===== config.mk =====
export PLATFORM = sky130hd
export DESIGN_NAME = cursor_arm_bank
export DESIGN_NICKNAME = d
export VERILOG_FILES = /design/src/rtl/cursor_bank_pkg.sv /design/src/rtl/cursor_shadow_pair.sv /design/src/rtl/cursor_arm_ctrl.sv /design/src/rtl/cursor_geom_decode.sv /design/src/rtl/cursor_arm_bank.sv
export SDC_FILE = /design/constraint.sdc
export NUM_CORES = 1
export LEC_CHECK = 0
export BUFFER_PORTS_ARGS = -buffer_cell sky130_fd_sc_hd__buf_2
export CAP_MARGIN = 10
export CORE_ASPECT_RATIO = 1.25
export CORE_UTILIZATION = 56
export CTS_CLUSTER_SIZE = 28
export DETAILED_ROUTE_END_ITERATION = 10
export PLACE_DENSITY = 0.85
export REMOVE_ABC_BUFFERS = 1
export SETUP_SLACK_MARGIN = 0.05
export SLEW_MARGIN = 20
export SYNTH_ARGS = -nofsm -noshare
export SYNTH_HDL_FRONTEND = slang
export SYNTH_HIERARCHICAL = 1
export SYNTH_SLANG_ARGS = --single-unit

===== constraint.sdc =====
create_clock -name clk -period 2.3 [get_ports clk]
set_input_delay 0.23 -clock clk [delete_from_list [all_inputs] [get_ports clk]]
set_output_delay 0.23 -clock clk [all_outputs]
set_load 0.02 [all_outputs]

===== src/rtl/cursor_bank_pkg.sv =====
package cursor_bank_pkg;
   localparam int NUM_REGS    = 4;
   localparam int REG_IDX_W   = 2;
   localparam int STATUS_ADDR = 4;

   typedef enum logic [REG_IDX_W-1:0] {
      REG_CTRL = 2'd0,
      REG_POS  = 2'd1,
      REG_BASE = 2'd2,
      REG_HCTL = 2'd3
   } cursor_reg_e;
endpackage


===== src/rtl/cursor_shadow_pair.sv =====
module cursor_shadow_pair #(
   parameter int W = 32
) (
   input  logic         clk,
   input  logic         rst_n,
   input  logic         load,
   input  logic [W-1:0] din,
   input  logic         commit,
   output logic [W-1:0] pend,
   output logic [W-1:0] act
);
   // pending copy: software side
   always_ff @(posedge clk or negedge rst_n) begin
      if (!rst_n) pend <= '0;
      else if (load) pend <= din;
   end

   // active copy: takes the pending value seen before this edge's write
   always_ff @(posedge clk or negedge rst_n) begin
      if (!rst_n) act <= '0;
      else if (commit) act <= pend;
   end

   a_r2_pending_write: assert property (@(posedge clk) disable iff (!rst_n)
      load |=> pend == $past(din));
   a_r4_commit_loads: assert property (@(posedge clk) disable iff (!rst_n)
      commit |=> act == $past(pend));
   a_r5_hold_unarmed: assert property (@(posedge clk) disable iff (!rst_n)
      !commit |=> act == $past(act));
endmodule


===== src/rtl/cursor_arm_ctrl.sv =====
module cursor_arm_ctrl
   import cursor_bank_pkg::*;
(
   input  logic                 clk,
   input  logic                 rst_n,
   input  logic                 wr_valid,
   input  logic [REG_IDX_W-1:0] wr_idx,
   input  logic                 wr_mode_nz,
   input  logic                 live_mode_nz,
   input  logic                 frame_start,
   output logic                 armed,
   output logic                 commit
);
   logic armed_d;

   assign commit = frame_start & armed;

   // commit clears the flag first; a write in the same cycle decides afterwards
   always_comb begin
      armed_d = armed & ~commit;
      if (wr_valid) begin
         unique case (wr_idx)
            REG_BASE: armed_d = 1'b1;
            REG_CTRL: armed_d = wr_mode_nz & ~live_mode_nz;
            default:  armed_d = 1'b0;
         endcase
      end
   end

   always_ff @(posedge clk or negedge rst_n) begin
      if (!rst_n) armed <= 1'b0;
      else armed <= armed_d;
   end

   a_r3_base_arms: assert property (@(posedge clk) disable iff (!rst_n)
      wr_valid && wr_idx == REG_BASE |=> armed);
   a_r6_write_cancels: assert property (@(posedge clk) disable iff (!rst_n)
      wr_valid && (wr_idx == REG_POS || wr_idx == REG_HCTL) |=> !armed);
   a_r4_commit_clears: assert property (@(posedge clk) disable iff (!rst_n)
      frame_start && armed && !wr_valid |=> !armed);
   a_r7_enable_arms: assert property (@(posedge clk) disable iff (!rst_n)
      wr_valid && wr_idx == REG_CTRL && wr_mode_nz && !live_mode_nz |=> armed);
   a_r5_idle_keeps: assert property (@(posedge clk) disable iff (!rst_n)
      !wr_valid && !frame_start |=> armed == $past(armed));
endmodule


===== src/rtl/cursor_geom_decode.sv =====
module cursor_geom_decode #(
   parameter int DATA_W    = 32,
   parameter int MODE_W    = 2,
   parameter int HEIGHT_W  = 9,
   parameter int MIN_WIDTH = 64,
   parameter int COORD_W   = 16
) (
   input  logic [DATA_W-1:0]             ctrl,
   input  logic [DATA_W-1:0]             hctl,
   input  logic [DATA_W-1:0]             pos,
   output logic                          enable,
   output logic [HEIGHT_W:0]             width,
   output logic [HEIGHT_W:0]             height,
   output logic [1:0][COORD_W-1:0]       coord
);
   localparam int DIM_W      = HEIGHT_W + 1;
   localparam int HCTL_EN_BIT = DATA_W - 1;

   logic [MODE_W-1:0] mode;
   assign mode   = ctrl[MODE_W-1:0];
   assign enable = |mode;

   always_comb begin
      width = '0;
      if (enable) width = DIM_W'(MIN_WIDTH) << (mode - MODE_W'(1));
   end

   always_comb begin
      height = '0;
      if (enable) begin
         if (hctl[HCTL_EN_BIT]) height = DIM_W'(hctl[HEIGHT_W-1:0]) + DIM_W'(1);
         else height = width;
      end
   end

   // one sign-magnitude decoder per axis: 0 = X, 1 = Y
   for (genvar a = 0; a < 2; a++) begin : g_axis
      logic [COORD_W-1:0] field;
      logic [COORD_W-1:0] mag;
      assign field = pos[a*COORD_W +: COORD_W];
      assign mag   = {1'b0, field[COORD_W-2:0]};
      assign coord[a] = field[COORD_W-1] ? (~mag + COORD_W'(1)) : mag;
   end
endmodule


===== src/rtl/cursor_arm_bank.sv =====
module cursor_arm_bank
   import cursor_bank_pkg::*;
#(
   parameter int DATA_W    = 32,
   parameter int ADDR_W    = 3,
   parameter int MODE_W    = 2,
   parameter int HEIGHT_W  = 9,
   parameter int MIN_WIDTH = 64,
   parameter int COORD_W   = 16
) (
   input  logic                      clk,
   input  logic                      rst_n,
   input  logic                      wr_en,
   input  logic [ADDR_W-1:0]         wr_addr,
   input  logic [DATA_W-1:0]         wr_data,
   input  logic                      frame_start,
   input  logic [ADDR_W-1:0]         rd_addr,
   output logic [DATA_W-1:0]         rd_data,
   output logic [DATA_W-1:0]         act_ctrl,
   output logic [DATA_W-1:0]         act_pos,
   output logic [DATA_W-1:0]         act_base,
   output logic [DATA_W-1:0]         act_hctl,
   output logic                      armed,
   output logic                      cur_enable,
   output logic [HEIGHT_W:0]         cur_width,
   output logic [HEIGHT_W:0]         cur_height,
   output logic signed [COORD_W-1:0] cur_x,
   output logic signed [COORD_W-1:0] cur_y
);
   localparam int MAX_WIDTH = MIN_WIDTH << ((1 << MODE_W) - 2);
   localparam int DIM_W     = HEIGHT_W + 1;

   if (2 * COORD_W > DATA_W) begin : g_bad_coord
      $error("position fields do not fit in DATA_W");
   end
   if (HEIGHT_W + 1 >= DATA_W || MODE_W >= DATA_W) begin : g_bad_fields
      $error("field widths do not fit in DATA_W");
   end
   if (MAX_WIDTH >= (1 << DIM_W)) begin : g_bad_dim
      $error("largest width does not fit the dimension outputs");
   end
   if ((1 << ADDR_W) <= STATUS_ADDR) begin : g_bad_addr
      $error("ADDR_W too small for the status address");
   end

   logic                            wr_is_reg;
   logic [REG_IDX_W-1:0]            wr_idx;
   logic [NUM_REGS-1:0][DATA_W-1:0] pend_q;
   logic [NUM_REGS-1:0][DATA_W-1:0] act_q;
   logic                            commit;
   logic [MODE_W-1:0]               live_mode;
   logic [1:0][COORD_W-1:0]         coord;

   assign wr_is_reg = wr_en && (wr_addr < ADDR_W'(NUM_REGS));
   assign wr_idx    = wr_addr[REG_IDX_W-1:0];

   for (genvar i = 0; i < NUM_REGS; i++) begin : g_reg
      cursor_shadow_pair #(.W(DATA_W)) u_pair (
         .clk    (clk),
         .rst_n  (rst_n),
         .load   (wr_is_reg && wr_idx == REG_IDX_W'(i)),
         .din    (wr_data),
         .commit (commit),
         .pend   (pend_q[i]),
         .act    (act_q[i])
      );
   end

   // mode the active copy holds once this edge's commit has happened
   assign live_mode = commit ? pend_q[REG_CTRL][MODE_W-1:0]
                             : act_q[REG_CTRL][MODE_W-1:0];

   cursor_arm_ctrl u_arm (
      .clk          (clk),
      .rst_n        (rst_n),
      .wr_valid     (wr_is_reg),
      .wr_idx       (wr_idx),
      .wr_mode_nz   (|wr_data[MODE_W-1:0]),
      .live_mode_nz (|live_mode),
      .frame_start  (frame_start),
      .armed        (armed),
      .commit       (commit)
   );

   always_comb begin
      rd_data = '0;
      if (rd_addr < ADDR_W'(NUM_REGS)) rd_data = pend_q[rd_addr[REG_IDX_W-1:0]];
      else if (rd_addr == ADDR_W'(STATUS_ADDR)) rd_data[0] = armed;
   end

   assign act_ctrl = act_q[REG_CTRL];
   assign act_pos  = act_q[REG_POS];
   assign act_base = act_q[REG_BASE];
   assign act_hctl = act_q[REG_HCTL];

   cursor_geom_decode #(
      .DATA_W    (DATA_W),
      .MODE_W    (MODE_W),
      .HEIGHT_W  (HEIGHT_W),
      .MIN_WIDTH (MIN_WIDTH),
      .COORD_W   (COORD_W)
   ) u_geom (
      .ctrl   (act_q[REG_CTRL]),
      .hctl   (act_q[REG_HCTL]),
      .pos    (act_q[REG_POS]),
      .enable (cur_enable),
      .width  (cur_width),
      .height (cur_height),
      .coord  (coord)
   );

   assign cur_x = coord[0];
   assign cur_y = coord[1];

   a_r8_same_cycle_commit: assert property (@(posedge clk) disable iff (!rst_n)
      frame_start && armed && wr_en |=> act_base == $past(pend_q[REG_BASE]));
   a_r9_disabled_zero: assert property (@(posedge clk) disable iff (!rst_n)
      act_ctrl[MODE_W-1:0] == '0 |-> cur_width == '0 && cur_height == '0);
endmodule


==> results.md <==
- Status: finished with violations
- Violated checks: negative setup slack
- Grt total ovfl: 0
- Finished Core Util: 0.723
- 1st-pass router iterations: 5
- Cells after Synth: 787
- Starting Density: 0.576
- Worst Hold Launch: wr_data[0]
- # IOs: 256
- Vias: 8426
- Distinct cells, synth: 49
- Fmax: 0.384 GHz
- Root buffer selected by CTS: clkbuf_16
- Commonest non-fill, non-tap cells in the layout: mux2_4, dfrtp_1, buf_2, buf_4, dlygate4sd3_1
- Crit-path cells: or4_4, buf_8, o41ai_4, xnor2_1, buf_4
- FFs w/ async S/R, synth: 1.00
- CTS tree: built
- Wire per inst: 25.0 um
- # fillers: 1327
- Fin. max-slew vios: 0
- Num Clock Sinks: 257
- CP Capture Type: output port
- Cells after DPL: 1297
- Hold Violations, Final: 0
- Worst slack, placed: 0.209 ns
- Post-synthesis sequential area ratio: 0.497
- Area contributors post-synth: dfrtp_1, mux2_4, mux4_2
- Peak supply drop: 0.00156 V
- DIE AREA: 23700 um^2
- Post-Route WL: 35.8 mm
- Worst reg-to-reg setup slack: 0.36 ns
- Die Span Y: 172 um
- Average size of a mapped cell: 16.4 um^2
- Hold EP: g_reg[0].u_pair/pend[0]
- CP max FO: 7
- Critical path arrival: 2.38 ns
- HP Class: in -> reg
- Number of synthesized register bits: 257
- Hold depth: 2
- Req. time, crit path: 2.07 ns
- CP max stage cell: dfrtp_2
- Slowest stage delay, CP: 0.50 ns
- Total track usage: 0.281
- Antenna violations before repair: 1
- Number of synthesized flops with an enable pin: 0
- Unrepaired setup endpoints after global routing: true
- PwrDens: 1450 nW/um^2
- Post-route cell area: 16200 um^2
- Slew headroom: 0.659
- TritonCTS Buffers: 26
- Yosys top cell by area: dfrtp_1
- Core Region: 22400 um^2
- Drt first-iter violations: 441
- P&R area growth vs syn: 25.5%
- Leakage: 7.69 nW
- # Max-Cap Violations: 0
- Largest net degree at the start of global routing: 66
- Max H-tree Level: 1
- Clk_lat worst skew: 0.52 ns
- Port-buffer cells: 248
- Setup CP Type: reg -> out
- Reg2Reg Depth: 7
- Minimum clock period after layout: 2.61 ns
- Die width: 138 um
- Clock skew: 0.0125 ns
- Primary FF master, synth: dfrtp_1
- YS warnings: 6
- Worst slew pin tran: 0.507 ns
- Layout cell share with drive strength beyond 1: 0.640
- Worst r2r src: u_arm/armed
- Maximum clock path buffer count: 3
- Residual DRC: 0
- First-pass GRT wire length: 50.4 mm
- Dpl hpwl: 20.5 mm
- Worst r2r dst: u_arm/armed
- Nets: 1173
- Std-Cell Rows: 61
- DRT antenna net count: 0
- Final setup margin: -0.307 ns
- Placer Congestion: 0.795
- Share of the synthesized area in the top cell type: 0.497
- Commonest non-fill, non-tap cell in the layout: mux2_4
- Vias in the first global route: 8757
- Area after DPL: 14200 um^2
- Period utilization: 1.13
- Startpoint types: flip-flop
- Final std cells w/o fill: 1431
- Setup violators final: 23
- Clock transition at path regs: 0.07 ns
- Mean number of vias per cell: 5.89
- Post-Syn Area: 12900 um^2
[registers in the layout, indices dropped and copies added (netlist names)]
| register | cells |
|---|---|
| g.u_pair/act | 128 |
| g.u_pair/pend | 128 |
| u_arm/armed | 1 |
[power breakdown]
part	internal [W]	switching (W)	leakage (nW)
registers	0.00616	0.00171	3.10
logic	0.00544	0.00574	4.15
clock network	0.00261	0.00179	0.438
[layout make-up]
cell class                 count  area, um^2  share of cell area
antenna                        1        2.50            0.000154
clock inverter                11         136             0.00840
multi-input combinational    465        6030               0.372
inverter                      11        41.3             0.00254
clock buffer                  36         749              0.0462
timing repair buffer         367        2460               0.151
sequential                   257        6460               0.398
tap                          283         354              0.0218
[what timing repair did]
item / in CTS / in global routing
endpoints found under the setup margin: 26 / 30
resized for setup: 61 / 51
hold buffers: 34 / 0
cloned: 0 / 0
endpoints found under the hold margin: 180 / 0
setup buffers: 33 / 19
pin swaps: 31 / 20
[synth_stat cells (2+ instances only)]
cell type	number
nor4_1	2
or4_1	5
or2_2	4
or3_1	8
buf_2	4
buf_12	24
o31ai_1	11
dfrtp_1	257
mux4_2	31
xor2_1	2
clkbuf_1	9
ha_1	3
o41ai_1	3
nand2_1	9
buf_6	14
or4_4	3
nand3_1	5
and4_1	2
nand2b_1	4
xnor2_1	26
nor2b_1	32
inv_1	11
mux2_2	17
o41ai_2	4
mux2_4	240
nor3_1	2
o21ai_0	9
nor2_1	10
buf_4	9
a21oi_1	5
and3_1	4
[layer usage]
metal  track usage  wire length (um)
met1         0.347             13800
met2         0.490             18200
met3        0.0539              2600
met4        0.0959              1180
met5             0                 0
[cell families (layout without fill, tap and decap cells)]
family,Yosys count,after routing,share of synthesized area
muxes,289,289,0.348
DFF,257,257,0.497
and+or+nand+nor,97,97,0.0455
buffers and inverters,71,425,0.0619
AOI/OAI and AO/OA,41,41,0.0248
xor gates and xnor gates,28,28,0.0190
adders and majority gates,3,3,0.00290
other,1,8,0.000290
[critical path, delay by kind of cell (launching register included)]
family          cells  cell delay (ns)
xor+xnor            1             0.17
buf+inv             2             0.34
flops               1             0.50
compound gates      1             0.37
simple gates        1             0.47
[worst max-delay path by stage]
stage                                       start  slack (ns)                      end
after CTS                 g_reg[1].u_pair/act[18]       -0.24                 cur_y[9]
after floorplan                       u_arm/armed       -3.55  g_reg[0].u_pair/act[29]
after detailed placement  g_reg[1].u_pair/act[18]        0.21                cur_y[14]
after global routing      g_reg[1].u_pair/act[18]       -0.32                 cur_y[9]
final                      g_reg[1].u_pair/act[7]       -0.31                cur_x[12]
after global placement    g_reg[1].u_pair/act[21]        0.24                cur_y[14]
[metrics by stage]
stage	hold WS [ns]	power (W)	setup TNS, ns
global route	0.0338	0.0244	-5.62
detailed placement	0.218	0.0167	0
finish	0.0243	0.0235	-4.81
CTS	0.00420	0.0222	-3.76
floorplan	-0.0656	0.0136	-552.60
global placement	0.217	0.0165	0
No activity file was read; power rests on OpenSTA's default activity.
